[config.mk]
export PLATFORM = sky130hd
export DESIGN_NAME = ext_cap_walker
export DESIGN_NICKNAME = d
export VERILOG_FILES = /design/src/rtl/ecw_pkg.sv /design/src/rtl/ecw_ctrl.sv /design/src/rtl/ecw_datapath.sv /design/src/rtl/ext_cap_walker.sv
export SDC_FILE = /design/constraint.sdc
export NUM_CORES = 1
export LEC_CHECK = 0
export BUFFER_PORTS_ARGS = -buffer_cell sky130_fd_sc_hd__buf_2
export CAP_MARGIN = 20
export CORE_ASPECT_RATIO = 0.6
export CORE_MARGIN = 2
export CORE_UTILIZATION = 55
export DETAILED_ROUTE_END_ITERATION = 6
export PLACE_DENSITY = 0.8
export SKIP_LAST_GASP = 1
export SLEW_MARGIN = 25
export SYNTH_ARGS = -nofsm -noshare
export SYNTH_HDL_FRONTEND = slang
export SYNTH_SLANG_ARGS = --single-unit
[constraint.sdc]
create_clock -name clk -period 3.85 [get_ports clk]
set_input_delay 0.77 -clock clk [delete_from_list [all_inputs] [get_ports clk]]
set_output_delay 0.77 -clock clk [all_outputs]
set_load 0.05 [all_outputs]
[src/rtl/ecw_pkg.sv]
package ecw_pkg;

  typedef enum logic [2:0] {
    ST_IDLE,
    ST_WALK,
    ST_LINK,
    ST_PLACE,
    ST_FINISH
  } walkState_t;

  typedef enum logic [2:0] {
    RS_HIT,
    RS_TAIL,
    RS_EMPTY,
    RS_FAULT,
    RS_APP_BASE,
    RS_APP_LINK
  } resSel_t;

  // strobes from control to datapath
  typedef struct packed {
    logic    loadReq;
    logic    rdBase;
    logic    rdNext;
    logic    saveTail;
    logic    wrBase;
    logic    wrLink;
    logic    wrPlace;
    logic    resLoad;
    resSel_t resSel;
  } dpCmd_t;

  // conditions from datapath to control
  typedef struct packed {
    logic reqAppend;
    logic reqBad;
    logic isAppend;
    logic atBase;
    logic hdrZero;
    logic idMatch;
    logic nextZero;
    logic nextBad;
  } dpStat_t;

endpackage

[src/rtl/ecw_ctrl.sv]
module ecw_ctrl
  import ecw_pkg::*;
#(
  parameter int MaxSteps = 1024
) (
  input  logic    clk,
  input  logic    rstN,
  input  logic    reqValid,
  input  dpStat_t stat,
  output dpCmd_t  cmd,
  output logic    busy,
  output logic    done
);

  localparam int StepW = (MaxSteps > 1) ? $clog2(MaxSteps) : 1;
  localparam logic [StepW-1:0] LastStep = StepW'(MaxSteps - 1);

  walkState_t       state, stateNxt;
  logic             firstHdr;
  logic [StepW-1:0] stepCnt;
  logic             lastStep;

  assign lastStep = (stepCnt == LastStep);

  always_comb begin
    cmd      = '0;
    stateNxt = state;
    case (state)
      ST_IDLE: begin
        if (reqValid) begin
          cmd.loadReq = 1'b1;
          if (stat.reqAppend && stat.reqBad) begin
            cmd.resLoad = 1'b1;
            cmd.resSel  = RS_FAULT;
            stateNxt    = ST_FINISH;
          end else begin
            cmd.rdBase = 1'b1;
            stateNxt   = ST_WALK;
          end
        end
      end
      ST_WALK: begin
        if (firstHdr && stat.isAppend && stat.atBase) begin
          cmd.wrBase  = 1'b1;
          cmd.resLoad = 1'b1;
          cmd.resSel  = RS_APP_BASE;
          stateNxt    = ST_FINISH;
        end else if (firstHdr && stat.hdrZero) begin
          cmd.resLoad = 1'b1;
          cmd.resSel  = stat.isAppend ? RS_FAULT : RS_EMPTY;
          stateNxt    = ST_FINISH;
        end else if (stat.idMatch) begin
          cmd.resLoad = 1'b1;
          cmd.resSel  = stat.isAppend ? RS_FAULT : RS_HIT;
          stateNxt    = ST_FINISH;
        end else if (stat.nextZero) begin
          if (stat.isAppend) begin
            cmd.saveTail = 1'b1;
            stateNxt     = ST_LINK;
          end else begin
            cmd.resLoad = 1'b1;
            cmd.resSel  = RS_TAIL;
            stateNxt    = ST_FINISH;
          end
        end else if (stat.nextBad || lastStep) begin
          cmd.resLoad = 1'b1;
          cmd.resSel  = RS_FAULT;
          stateNxt    = ST_FINISH;
        end else begin
          cmd.rdNext = 1'b1;
        end
      end
      ST_LINK: begin
        cmd.wrLink = 1'b1;
        stateNxt   = ST_PLACE;
      end
      ST_PLACE: begin
        cmd.wrPlace = 1'b1;
        cmd.resLoad = 1'b1;
        cmd.resSel  = RS_APP_LINK;
        stateNxt    = ST_FINISH;
      end
      ST_FINISH: stateNxt = ST_IDLE;
      default:   stateNxt = ST_IDLE;
    endcase
  end

  always_ff @(posedge clk or negedge rstN) begin
    if (!rstN) begin
      state    <= ST_IDLE;
      firstHdr <= 1'b0;
      stepCnt  <= '0;
    end else begin
      state <= stateNxt;
      if (cmd.loadReq)          firstHdr <= 1'b1;
      else if (state == ST_WALK) firstHdr <= 1'b0;
      if (cmd.loadReq)      stepCnt <= '0;
      else if (cmd.rdNext)  stepCnt <= stepCnt + 1'b1;
    end
  end

  assign busy = (state != ST_IDLE);
  assign done = (state == ST_FINISH);

endmodule

[src/rtl/ecw_datapath.sv]
module ecw_datapath
  import ecw_pkg::*;
#(
  parameter int IdW        = 16,
  parameter int VerW       = 4,
  parameter int OffW       = 12,
  parameter int BaseOff    = 256,
  parameter int SpaceBytes = 4096
) (
  input  logic                      clk,
  input  logic                      rstN,
  input  dpCmd_t                    cmd,
  output dpStat_t                   stat,
  input  logic                      reqOp,
  input  logic [IdW-1:0]            reqCapId,
  input  logic [VerW-1:0]           reqVersion,
  input  logic [OffW-1:0]           reqOffset,
  input  logic [OffW:0]             reqSize,
  input  logic [IdW+VerW+OffW-1:0]  memRdata,
  output logic                      memRdEn,
  output logic                      memWrEn,
  output logic [OffW-3:0]           memAddr,
  output logic [IdW+VerW+OffW-1:0]  memWdata,
  output logic [OffW-1:0]           resultOffset,
  output logic [OffW-1:0]           resultPrev,
  output logic                      error
);

  localparam int HdrW  = IdW + VerW + OffW;
  localparam int LowW  = IdW + VerW;
  localparam int WordW = OffW - 2;
  localparam logic [OffW-1:0]  BaseO    = OffW'(BaseOff);
  localparam logic [OffW-1:0]  MaxO     = OffW'(SpaceBytes - 8);
  localparam logic [WordW-1:0] BaseWord = WordW'(BaseOff / 4);
  localparam logic [OffW:0]    MinSize  = (OffW+1)'(8);
  localparam logic [OffW+1:0]  EndLimit = (OffW+2)'(SpaceBytes);

  logic             isApp;
  logic [IdW-1:0]   key;
  logic [IdW-1:0]   newId;
  logic [VerW-1:0]  newVer;
  logic [OffW-1:0]  newOff;
  logic [OffW-1:0]  curOff;
  logic [OffW-1:0]  prevOff;
  logic [OffW-1:0]  tailOff;
  logic [LowW-1:0]  tailLow;

  logic [IdW-1:0]   hdrId;
  logic [OffW-1:0]  hdrNext;
  logic [OffW+1:0]  reqEnd;

  assign hdrId   = memRdata[IdW-1:0];
  assign hdrNext = memRdata[HdrW-1 -: OffW];
  assign reqEnd  = {2'b00, reqOffset} + {1'b0, reqSize};

  // condition flags for the control
  always_comb begin
    stat.reqAppend = reqOp;
    stat.reqBad    = (reqOffset < BaseO) || (reqOffset[1:0] != 2'b00) ||
                     (reqSize < MinSize) || (reqEnd >= EndLimit);
    stat.isAppend  = isApp;
    stat.atBase    = (newOff == BaseO);
    stat.hdrZero   = (memRdata == '0);
    stat.idMatch   = (hdrId == key);
    stat.nextZero  = (hdrNext == '0);
    stat.nextBad   = (hdrNext < BaseO) || (hdrNext > MaxO) || (hdrNext[1:0] != 2'b00);
  end

  // memory port steering
  always_comb begin
    memAddr  = '0;
    memWdata = '0;
    memRdEn  = cmd.rdBase | cmd.rdNext;
    memWrEn  = cmd.wrBase | cmd.wrLink | cmd.wrPlace;
    if (cmd.rdBase) begin
      memAddr = BaseWord;
    end else if (cmd.rdNext) begin
      memAddr = hdrNext[OffW-1:2];
    end else if (cmd.wrBase) begin
      memAddr  = BaseWord;
      memWdata = {hdrNext, newVer, newId};
    end else if (cmd.wrLink) begin
      memAddr  = tailOff[OffW-1:2];
      memWdata = {newOff, tailLow};
    end else if (cmd.wrPlace) begin
      memAddr  = newOff[OffW-1:2];
      memWdata = {{OffW{1'b0}}, newVer, newId};
    end
  end

  always_ff @(posedge clk or negedge rstN) begin
    if (!rstN) begin
      isApp   <= 1'b0;
      key     <= '0;
      newId   <= '0;
      newVer  <= '0;
      newOff  <= '0;
      curOff  <= '0;
      prevOff <= '0;
      tailOff <= '0;
      tailLow <= '0;
    end else begin
      if (cmd.loadReq) begin
        isApp   <= reqOp;
        key     <= reqOp ? '0 : reqCapId;
        newId   <= reqCapId;
        newVer  <= reqVersion;
        newOff  <= reqOffset;
        curOff  <= BaseO;
        prevOff <= '0;
      end else if (cmd.rdNext) begin
        prevOff <= curOff;
        curOff  <= hdrNext;
      end
      if (cmd.saveTail) begin
        tailOff <= curOff;
        tailLow <= memRdata[LowW-1:0];
      end
    end
  end

  always_ff @(posedge clk or negedge rstN) begin
    if (!rstN) begin
      resultOffset <= '0;
      resultPrev   <= '0;
      error        <= 1'b0;
    end else if (cmd.resLoad) begin
      resultOffset <= '0;
      resultPrev   <= '0;
      error        <= 1'b0;
      case (cmd.resSel)
        RS_HIT: begin
          resultOffset <= curOff;
          resultPrev   <= prevOff;
        end
        RS_TAIL:     resultPrev <= curOff;
        RS_FAULT:    error <= 1'b1;
        RS_APP_BASE: resultOffset <= BaseO;
        RS_APP_LINK: begin
          resultOffset <= newOff;
          resultPrev   <= tailOff;
        end
        default: ;
      endcase
    end
  end

endmodule

[src/rtl/ext_cap_walker.sv]
module ext_cap_walker
  import ecw_pkg::*;
#(
  parameter int IdW        = 16,
  parameter int VerW       = 4,
  parameter int SpaceBytes = 4096,
  parameter int BaseOff    = 256,
  parameter int MaxSteps   = 1024,
  localparam int OffW      = $clog2(SpaceBytes),
  localparam int HdrW      = IdW + VerW + OffW
) (
  input  logic              clk,
  input  logic              rstN,
  input  logic              reqValid,
  input  logic              reqOp,
  input  logic [IdW-1:0]    reqCapId,
  input  logic [VerW-1:0]   reqVersion,
  input  logic [OffW-1:0]   reqOffset,
  input  logic [OffW:0]     reqSize,
  output logic              busy,
  output logic              done,
  output logic              error,
  output logic [OffW-1:0]   resultOffset,
  output logic [OffW-1:0]   resultPrev,
  output logic              memRdEn,
  output logic              memWrEn,
  output logic [OffW-3:0]   memAddr,
  output logic [HdrW-1:0]   memWdata,
  input  logic [HdrW-1:0]   memRdata
);

  dpCmd_t  cmd;
  dpStat_t stat;

  ecw_ctrl #(
    .MaxSteps(MaxSteps)
  ) u_ctrl (
    .clk     (clk),
    .rstN    (rstN),
    .reqValid(reqValid),
    .stat    (stat),
    .cmd     (cmd),
    .busy    (busy),
    .done    (done)
  );

  ecw_datapath #(
    .IdW       (IdW),
    .VerW      (VerW),
    .OffW      (OffW),
    .BaseOff   (BaseOff),
    .SpaceBytes(SpaceBytes)
  ) u_dp (
    .clk         (clk),
    .rstN        (rstN),
    .cmd         (cmd),
    .stat        (stat),
    .reqOp       (reqOp),
    .reqCapId    (reqCapId),
    .reqVersion  (reqVersion),
    .reqOffset   (reqOffset),
    .reqSize     (reqSize),
    .memRdata    (memRdata),
    .memRdEn     (memRdEn),
    .memWrEn     (memWrEn),
    .memAddr     (memAddr),
    .memWdata    (memWdata),
    .resultOffset(resultOffset),
    .resultPrev  (resultPrev),
    .error       (error)
  );

endmodule

Word level (Yosys, flattened, before mapping)
Cells that the tools add are included.

Bits of input ports: 81. Bits in registers: 144. Word-level logic and storage cells: 114. Output and inout port bits: 71.

Eq/ne operators: 13. Bitwise logic cells: 3. Mux-type cells: 56. $add $sub $neg: 2. $lt $le $gt $ge: 5. Reduce and logical (&&, ||, !) cells: 20.

Operator list (count): 32-bit 2-to-1 mux (4); 12-bit one-hot mux with 3 select lines (2); 10-bit 2-to-1 mux (7); 12-bit 2-to-1 mux (4); 32-bit zero test (1); 4-bit 2-to-1 mux (8); 3-bit 2-to-1 mux (9); 12-bit by 9-bit < comparator with 1-bit output (second input constant) (2); 20-bit 2-to-1 mux (1); 16-bit equality test (1); 16-bit 2-to-1 mux (1); 12-bit by 13-bit adder with 14-bit output (1); 14-bit by 13-bit greater-or-equal comparator with 1-bit output (second input constant) (1); 13-bit by 4-bit < comparator with 1-bit output (second input constant) (1); 12-bit by 9-bit equality test with 1-bit output (second input constant) (1); 12-bit greater-than comparator (second input constant) (1); 12-bit zero test (1); 1-bit 2-to-1 mux (12); 2-bit 2-to-1 mux (6); 3-bit one-hot mux with 4 select lines (1); 4-bit one-hot mux with 3 select lines (1); 10-bit by 1-bit adder with 10-bit output (second input constant) (1); 10-bit equality test (second input constant) (1); 3-bit by 2-bit equality test with 1-bit output (second input constant) (3); other kinds (11) (28).

Depth between registers and ports, before layout
Depth after elaboration: 13. Gate-level depth with buffers: 11. Gate-level depth less buffers: 9.

Modules after synthesis
From an unflattened synthesis, not the netlist that was laid out.

Cell total of the unflattened synthesis: 769. Area total of the unflattened synthesis: 7573.5 um2.

Modules (own cells, without submodules): ecw_datapath (times used 1, seq. area each 3253.1 um2, area each 6665.1 um2, cells each 664); ecw_ctrl (times used 1, seq. area each 350.3 um2, area each 908.4 um2, cells each 105).

Worst setup path before layout
Ideal clock, no wire load.

Path type: input to output. From: input memRdata[21]. To: output memAddr[7]. Data required time: 3.080 ns. Stages on the path: 6. Arrival: 2.884 ns. Slack: 0.196 ns. Path buffers: 1. Cell sequence: or3_4 -> or3_4 -> nor4_2 -> clkbuf_1 -> nand2_1 -> o21ai_0.

Cells in the longest elaborated chain, start to end: 12. Elaborated cells between the ends (all ways): 17. Those cells by class: order compare: 2; mux: 8; reduce/logical: 7.

Ends and longest elaborated chain: start: declaration (RTL line ext_cap_walker.sv:29) `input logic [HdrW-1:0] memRdata`; 12-bit by 9-bit < comparator with 1-bit output or 12-bit greater-than comparator (tied branches) (RTL line ecw_datapath.sv:66) `stat.nextBad = (hdrNext < BaseO) || (hdrNext > MaxO) || (hdrNext[1:0] != 2'b00);`; 1-bit logical OR (2 in a row) (RTL line ecw_datapath.sv:66); 1-bit logical OR (RTL line ecw_ctrl.sv:65) `end else if (stat.nextBad || lastStep) begin`; 1-bit 2-to-1 mux (RTL line ecw_ctrl.sv:65); 1-bit 2-to-1 mux (RTL line ecw_ctrl.sv:56) `end else if (stat.nextZero) begin`; 2-bit 2-to-1 mux (RTL line ecw_ctrl.sv:52) `end else if (stat.idMatch) begin`; 2-bit 2-to-1 mux (*) (RTL line ecw_ctrl.sv:48) `end else if (firstHdr && stat.hdrZero) begin`; 2-bit 2-to-1 mux (*) (RTL line ecw_ctrl.sv:43) `if (firstHdr && stat.isAppend && stat.atBase) begin`; 3-bit 2-to-1 mux (*) (RTL line ecw_ctrl.sv:28) `case (state)`; 10-bit 2-to-1 mux (*) (RTL line ecw_datapath.sv:77) `end else if (cmd.rdNext) begin`; 10-bit 2-to-1 mux (*) (RTL line ecw_datapath.sv:75) `if (cmd.rdBase) begin`; end: declaration (RTL line ext_cap_walker.sv:27) `output logic [OffW-3:0] memAddr,`.

Every way passes the cells marked *; elsewhere a longest branch is shown, timed or not.

Worst setup path in the final report
From: input reqOffset[0]. To: output memAddr[6].

Cells in the longest elaborated chain, start to end: 9. Elaborated cells between the ends (all ways): 12. Those cells by class: add/sub: 1; order compare: 2; mux: 4; reduce/logical: 5.

Ends and longest elaborated chain: start: declaration (RTL line ext_cap_walker.sv:18) `input logic [OffW-1:0] reqOffset,`; parallel branches: the longest is 3 deep, another holds 12-bit by 13-bit adder with 14-bit output; 1-bit logical OR (*) (RTL line ecw_datapath.sv:60) `(reqSize < MinSize) || (reqEnd >= EndLimit);`; 1-bit logical AND (*) (RTL line ecw_ctrl.sv:32) `if (stat.reqAppend && stat.reqBad) begin`; 1-bit 2-to-1 mux (*) (RTL line ecw_ctrl.sv:32); 2-bit 2-to-1 mux (*) (RTL line ecw_ctrl.sv:30) `if (reqValid) begin`; 2-bit 2-to-1 mux (*) (RTL line ecw_ctrl.sv:28); 10-bit 2-to-1 mux (*) (RTL line ecw_datapath.sv:75).

Mark *: on every way between the ends.

==> results.txt <==
----------------------------------------------------
[Timing]
  Fmax ... 0.2694 GHz
  Share of the clock period used by the worst path ... 96.43%
  Shortest period the worst path allows ... 3.712 ns
  Worst setup skew after layout ... 0.01497 ns
  Final setup fails ... 0
  Setup WS post-layout ... 0.1376 ns
  Worst Max-Slew Pin Slew ... 0.8374 ns
  Number of hold violations in the final report ... 0
  Number of pins exceeding their max-slew limit in the final report ... 0
  Worst slew margin ... 44.17%

[Finish]
  Final-stage net count ... 979
  # diodes ... 0
  Layout cells sized above 1 ... 28.87%
  Fill cell count ... 974
  Layout overhead on the synthesized area ... 22.10%
  Commonest cells after routing, fill and taps aside ... sky130_fd_sc_hd__nand2_1 (188), sky130_fd_sc_hd__buf_2 (148), sky130_fd_sc_hd__dfrtp_1 (144)
  Layout Cell Area excl Fill ... 8842 sq um
  Finished Core Util ... 68.80%
  Leading cell type in the layout, fill and taps excluded ... sky130_fd_sc_hd__nand2_1

[Logic synthesis]
  Most common flop cell mapped by yosys ... sky130_fd_sc_hd__dfrtp_1
  Warnings from Yosys ... 0
  Post-synthesis async set-or-reset flop share ... 100.0%
  Synthesized instance count ... 734
  Post-Syn Area ... 7242 sq um
  Unique cell type count in the Yosys netlist ... 56
  EDFF count, synth ... 0
  Synthesized area divided by synthesized cell count ... 9.866 sq um
  Total of flip-flops plus latches after synthesis ... 144
  Share of the yosys chip area belonging to registers ... 49.76%
  Synth Net Count ... 829

[Routing]
  Initial drt markers ... 661
  Via count normalized by instance count ... 6.057
  Residual DRC ... 0
  Post-detailed-route count of antenna-violating nets ... 0
  First-pass DRT Iterations ... 5
  WL per Instance ... 20.60 um
  Via count ... 6,463
  Sum of routed wire length over all layers ... 21.98 mm

[Clock tree]
  Number of setup buffers added after CTS ... 0
  Post-CTS Hold Fix Bufs ... 0
  Buffer type at the clock tree root ... sky130_fd_sc_hd__clkbuf_16
  Clock slew at reported path FFs ... 0.06 ns
  Number of levels in the clock H-tree ... 4
  Clock latency on the worst-skew pair ... 0.42 ns
  Sink count of the clock tree ... 144
  Maximum buffer depth of the clock tree ... 2
  Total CTS buffers ... 17
  TritonCTS clock tree ... built

[Global routing]
  Global-route wire length before repair ... 34.56 mm
  Total gr overflow ... 0
  Largest net degree at the start of global routing ... 91
  Via count of the first global-routing pass ... 6,214
  Global routing usage on met3 ... 9.593%
  Total global-route track usage ... 31.35%
  Met2 track demand over resource in global routing ... 44.14%
  Met1 usage ... 47.31%
  Layer with the highest usage after global routing ... met1
  Initial antenna violation count ... 0

[Power and ir drop]
  Lkg Pwr ... 4.417 nW
  Total power per unit cell area ... 489.0 nW/um^2
  IR Drop Worst-Case VDD ... 309.2 uV

[Worst hold path]
  Min-Delay Path Class ... in -> async

[Critical path]
  Type of origin of the critical path ... primary input
  Critical setup path kind ... in -> out
  Sort of element at the end of the critical path ... primary output
  Required arrival time at the worst endpoint ... 3.08 ns
  Biggest fanout along the worst timing path ... 2
  Number of cells on the worst reg-to-reg path ... 9
  Arrival time at the worst endpoint ... 2.94 ns

[Floorplanning]
  Die Footprint ... 14,130 sq um
  I/O Pins ... 152
  Core Area ... 12,850 sq um
  Die Span Y ... 92.89 um
  Horiz. Die Dim ... 152.1 um
  Initial Utilization ... 56.35%
  Count of standard-cell rows ... 32

[Run status]
  Result of the run ... finished, final reports clean

[Place]
  Dpl ws ... -0.1034 ns
  Post-placement cell area ... 8252 sq um
  Total of buffers placed on input and output ports ... 151
  Detail Placement HPWL ... 15.52 mm
  Routability-driven placement congestion ratio ... 1.035

[Job]
  Maxcap violations ... 0

----------------------------------------------------
## cells in the mapped netlist, types with 2 or more instances
cell type,number,share of area [%]
sky130_fd_sc_hd__o2bb2ai_1,12,1.5
sky130_fd_sc_hd__xor2_1,4,0.48
sky130_fd_sc_hd__or3_4,2,0.31
sky130_fd_sc_hd__clkbuf_1,34,1.8
sky130_fd_sc_hd__and3_1,5,0.43
sky130_fd_sc_hd__nor4_2,4,0.69
sky130_fd_sc_hd__or3_1,2,0.17
sky130_fd_sc_hd__nand3_1,9,0.62
sky130_fd_sc_hd__mux2i_1,8,1.1
sky130_fd_sc_hd__ha_1,13,2.2
sky130_fd_sc_hd__a22oi_1,11,1.1
sky130_fd_sc_hd__a22o_1,44,5.3
sky130_fd_sc_hd__nand2b_1,2,0.17
sky130_fd_sc_hd__o21a_1,3,0.31
sky130_fd_sc_hd__buf_1,2,0.10
sky130_fd_sc_hd__buf_6,2,0.31
sky130_fd_sc_hd__a21o_1,4,0.41
sky130_fd_sc_hd__a221o_1,12,1.7
sky130_fd_sc_hd__inv_1,8,0.41
sky130_fd_sc_hd__dfrtp_1,144,50
sky130_fd_sc_hd__a211o_1,3,0.36
sky130_fd_sc_hd__nor3_1,10,0.69
sky130_fd_sc_hd__or4_1,3,0.31
sky130_fd_sc_hd__and2_1,4,0.35
sky130_fd_sc_hd__and2_4,2,0.24
sky130_fd_sc_hd__nor4b_1,2,0.24
sky130_fd_sc_hd__a21oi_1,19,1.3
sky130_fd_sc_hd__nand2_1,189,9.8
sky130_fd_sc_hd__mux2_2,32,5.0
sky130_fd_sc_hd__a211oi_1,5,0.52
sky130_fd_sc_hd__nor4_1,7,0.60
sky130_fd_sc_hd__o21ai_0,47,3.2
sky130_fd_sc_hd__nor4_4,3,0.88
sky130_fd_sc_hd__xnor2_1,20,2.4
sky130_fd_sc_hd__nor2_1,24,1.2
sky130_fd_sc_hd__nand4_1,14,1.2
sky130_fd_sc_hd__o31a_1,2,0.24
sky130_fd_sc_hd__buf_2,5,0.35
## where the power goes
group / internal, mW / switching [mW] / total [mW]
clock network: 0.933 / 0.683 / 1.62
logic: 0.265 / 0.519 / 0.783
registers: 1.70 / 0.219 / 1.92
total: 2.90 / 1.42 / 4.32
## worst max-delay path: stages
cell	delay, ns
sky130_fd_sc_hd__buf_2	0.11
sky130_fd_sc_hd__ha_1	0.21
sky130_fd_sc_hd__fa_1	0.37
sky130_fd_sc_hd__a21oi_1	0.14
sky130_fd_sc_hd__o22ai_1	0.10
sky130_fd_sc_hd__o21a_1	0.18
sky130_fd_sc_hd__or3_1	0.34
sky130_fd_sc_hd__a211oi_2	0.27
sky130_fd_sc_hd__o21ai_2	0.13
sky130_fd_sc_hd__nand3_1	0.12
sky130_fd_sc_hd__buf_4	0.20
## cell families after synthesis
| logic type | Yosys count | share of synthesized area [%] |
|---|---|---|
| AND/OR/NAND/NOR | 287 | 18.50 |
| AO/OA/AOI/OAI | 173 | 17.24 |
| flip-flops | 144 | 49.76 |
| buffers and inverters | 52 | 2.989 |
| multiplexers | 40 | 6.082 |
| XOR/XNOR | 24 | 2.903 |
| adder cells (fa/ha/maj) | 14 | 2.523 |
## final cells by class
| type | count | area [sq um] | share of cell area, % |
|---|---|---|---|
| inverters | 9 | 33.78 | 0.3821 |
| well taps | 170 | 212.7 | 2.406 |
| multi-input cells | 538 | 3463 | 39.17 |
| repair buffers | 174 | 952.2 | 10.77 |
| clock buffers | 19 | 452.9 | 5.122 |
| flip-flops and latches | 144 | 3603 | 40.75 |
| clock inverters | 13 | 123.9 | 1.401 |
## metrics by stage
stage / setup TNS [ns] / hold WS (ns) / power [mW] / cells
floorplan: 0 / 0.4466 / 2.374 / 734
global placement: -0.07360 / 0.4582 / 2.661 / 1035
detailed placement: -0.1941 / 0.4645 / 2.700 / 1035
CTS: 0 / 0.4507 / 4.316 / 1067
global route: -0.05470 / 0.4732 / 4.501 / 1067
finish: 0 / 0.4111 / 4.324 / 1067
## final timing paths
check / startpoint / end / slack [ns]
worst max-delay path: reqOffset[0] / memAddr[6] / 0.14
worst min-delay path: rstN / u_dp.resultPrev[5] / 0.41
worst max register to register: u_ctrl.state[0] / u_dp.resultPrev[4] / 0.81
worst min register to register: u_dp.newVer[2] / u_dp.newVer[2] / 0.48
max in group asynchronous: rstN / u_dp.tailOff[2] / 2.65
min in group clk: u_dp.newVer[2] / u_dp.newVer[2] / 0.48
## routing by layer
layer | share of wire [%] | wire (um)
met4 | 1.1 | 243
met1 | 45 | 9990
met2 | 42 | 9332
met5 | 0 | 0
met3 | 11 | 2411
## timing repair
action                                  4_1_cts  5_1_grt
endpoints found under the setup margin        2        2
resized for setup                             3        2
pin swaps                                     0        1
cloned                                        0        0
## registers in the layout (all words and copies together) (netlist names), 3 cells and up
name and cells:
u_dp.resultOffset 12, u_dp.key 16, u_dp.resultPrev 12, u_dp.tailOff 12, u_dp.tailLow 20, u_dp.newVer 4, u_dp.newId 16, u_dp.curOff 12
u_ctrl.stepCnt 10, u_ctrl.state 3, u_dp.prevOff 12, u_dp.newOff 12
Power figures use the tool's default switching activity.
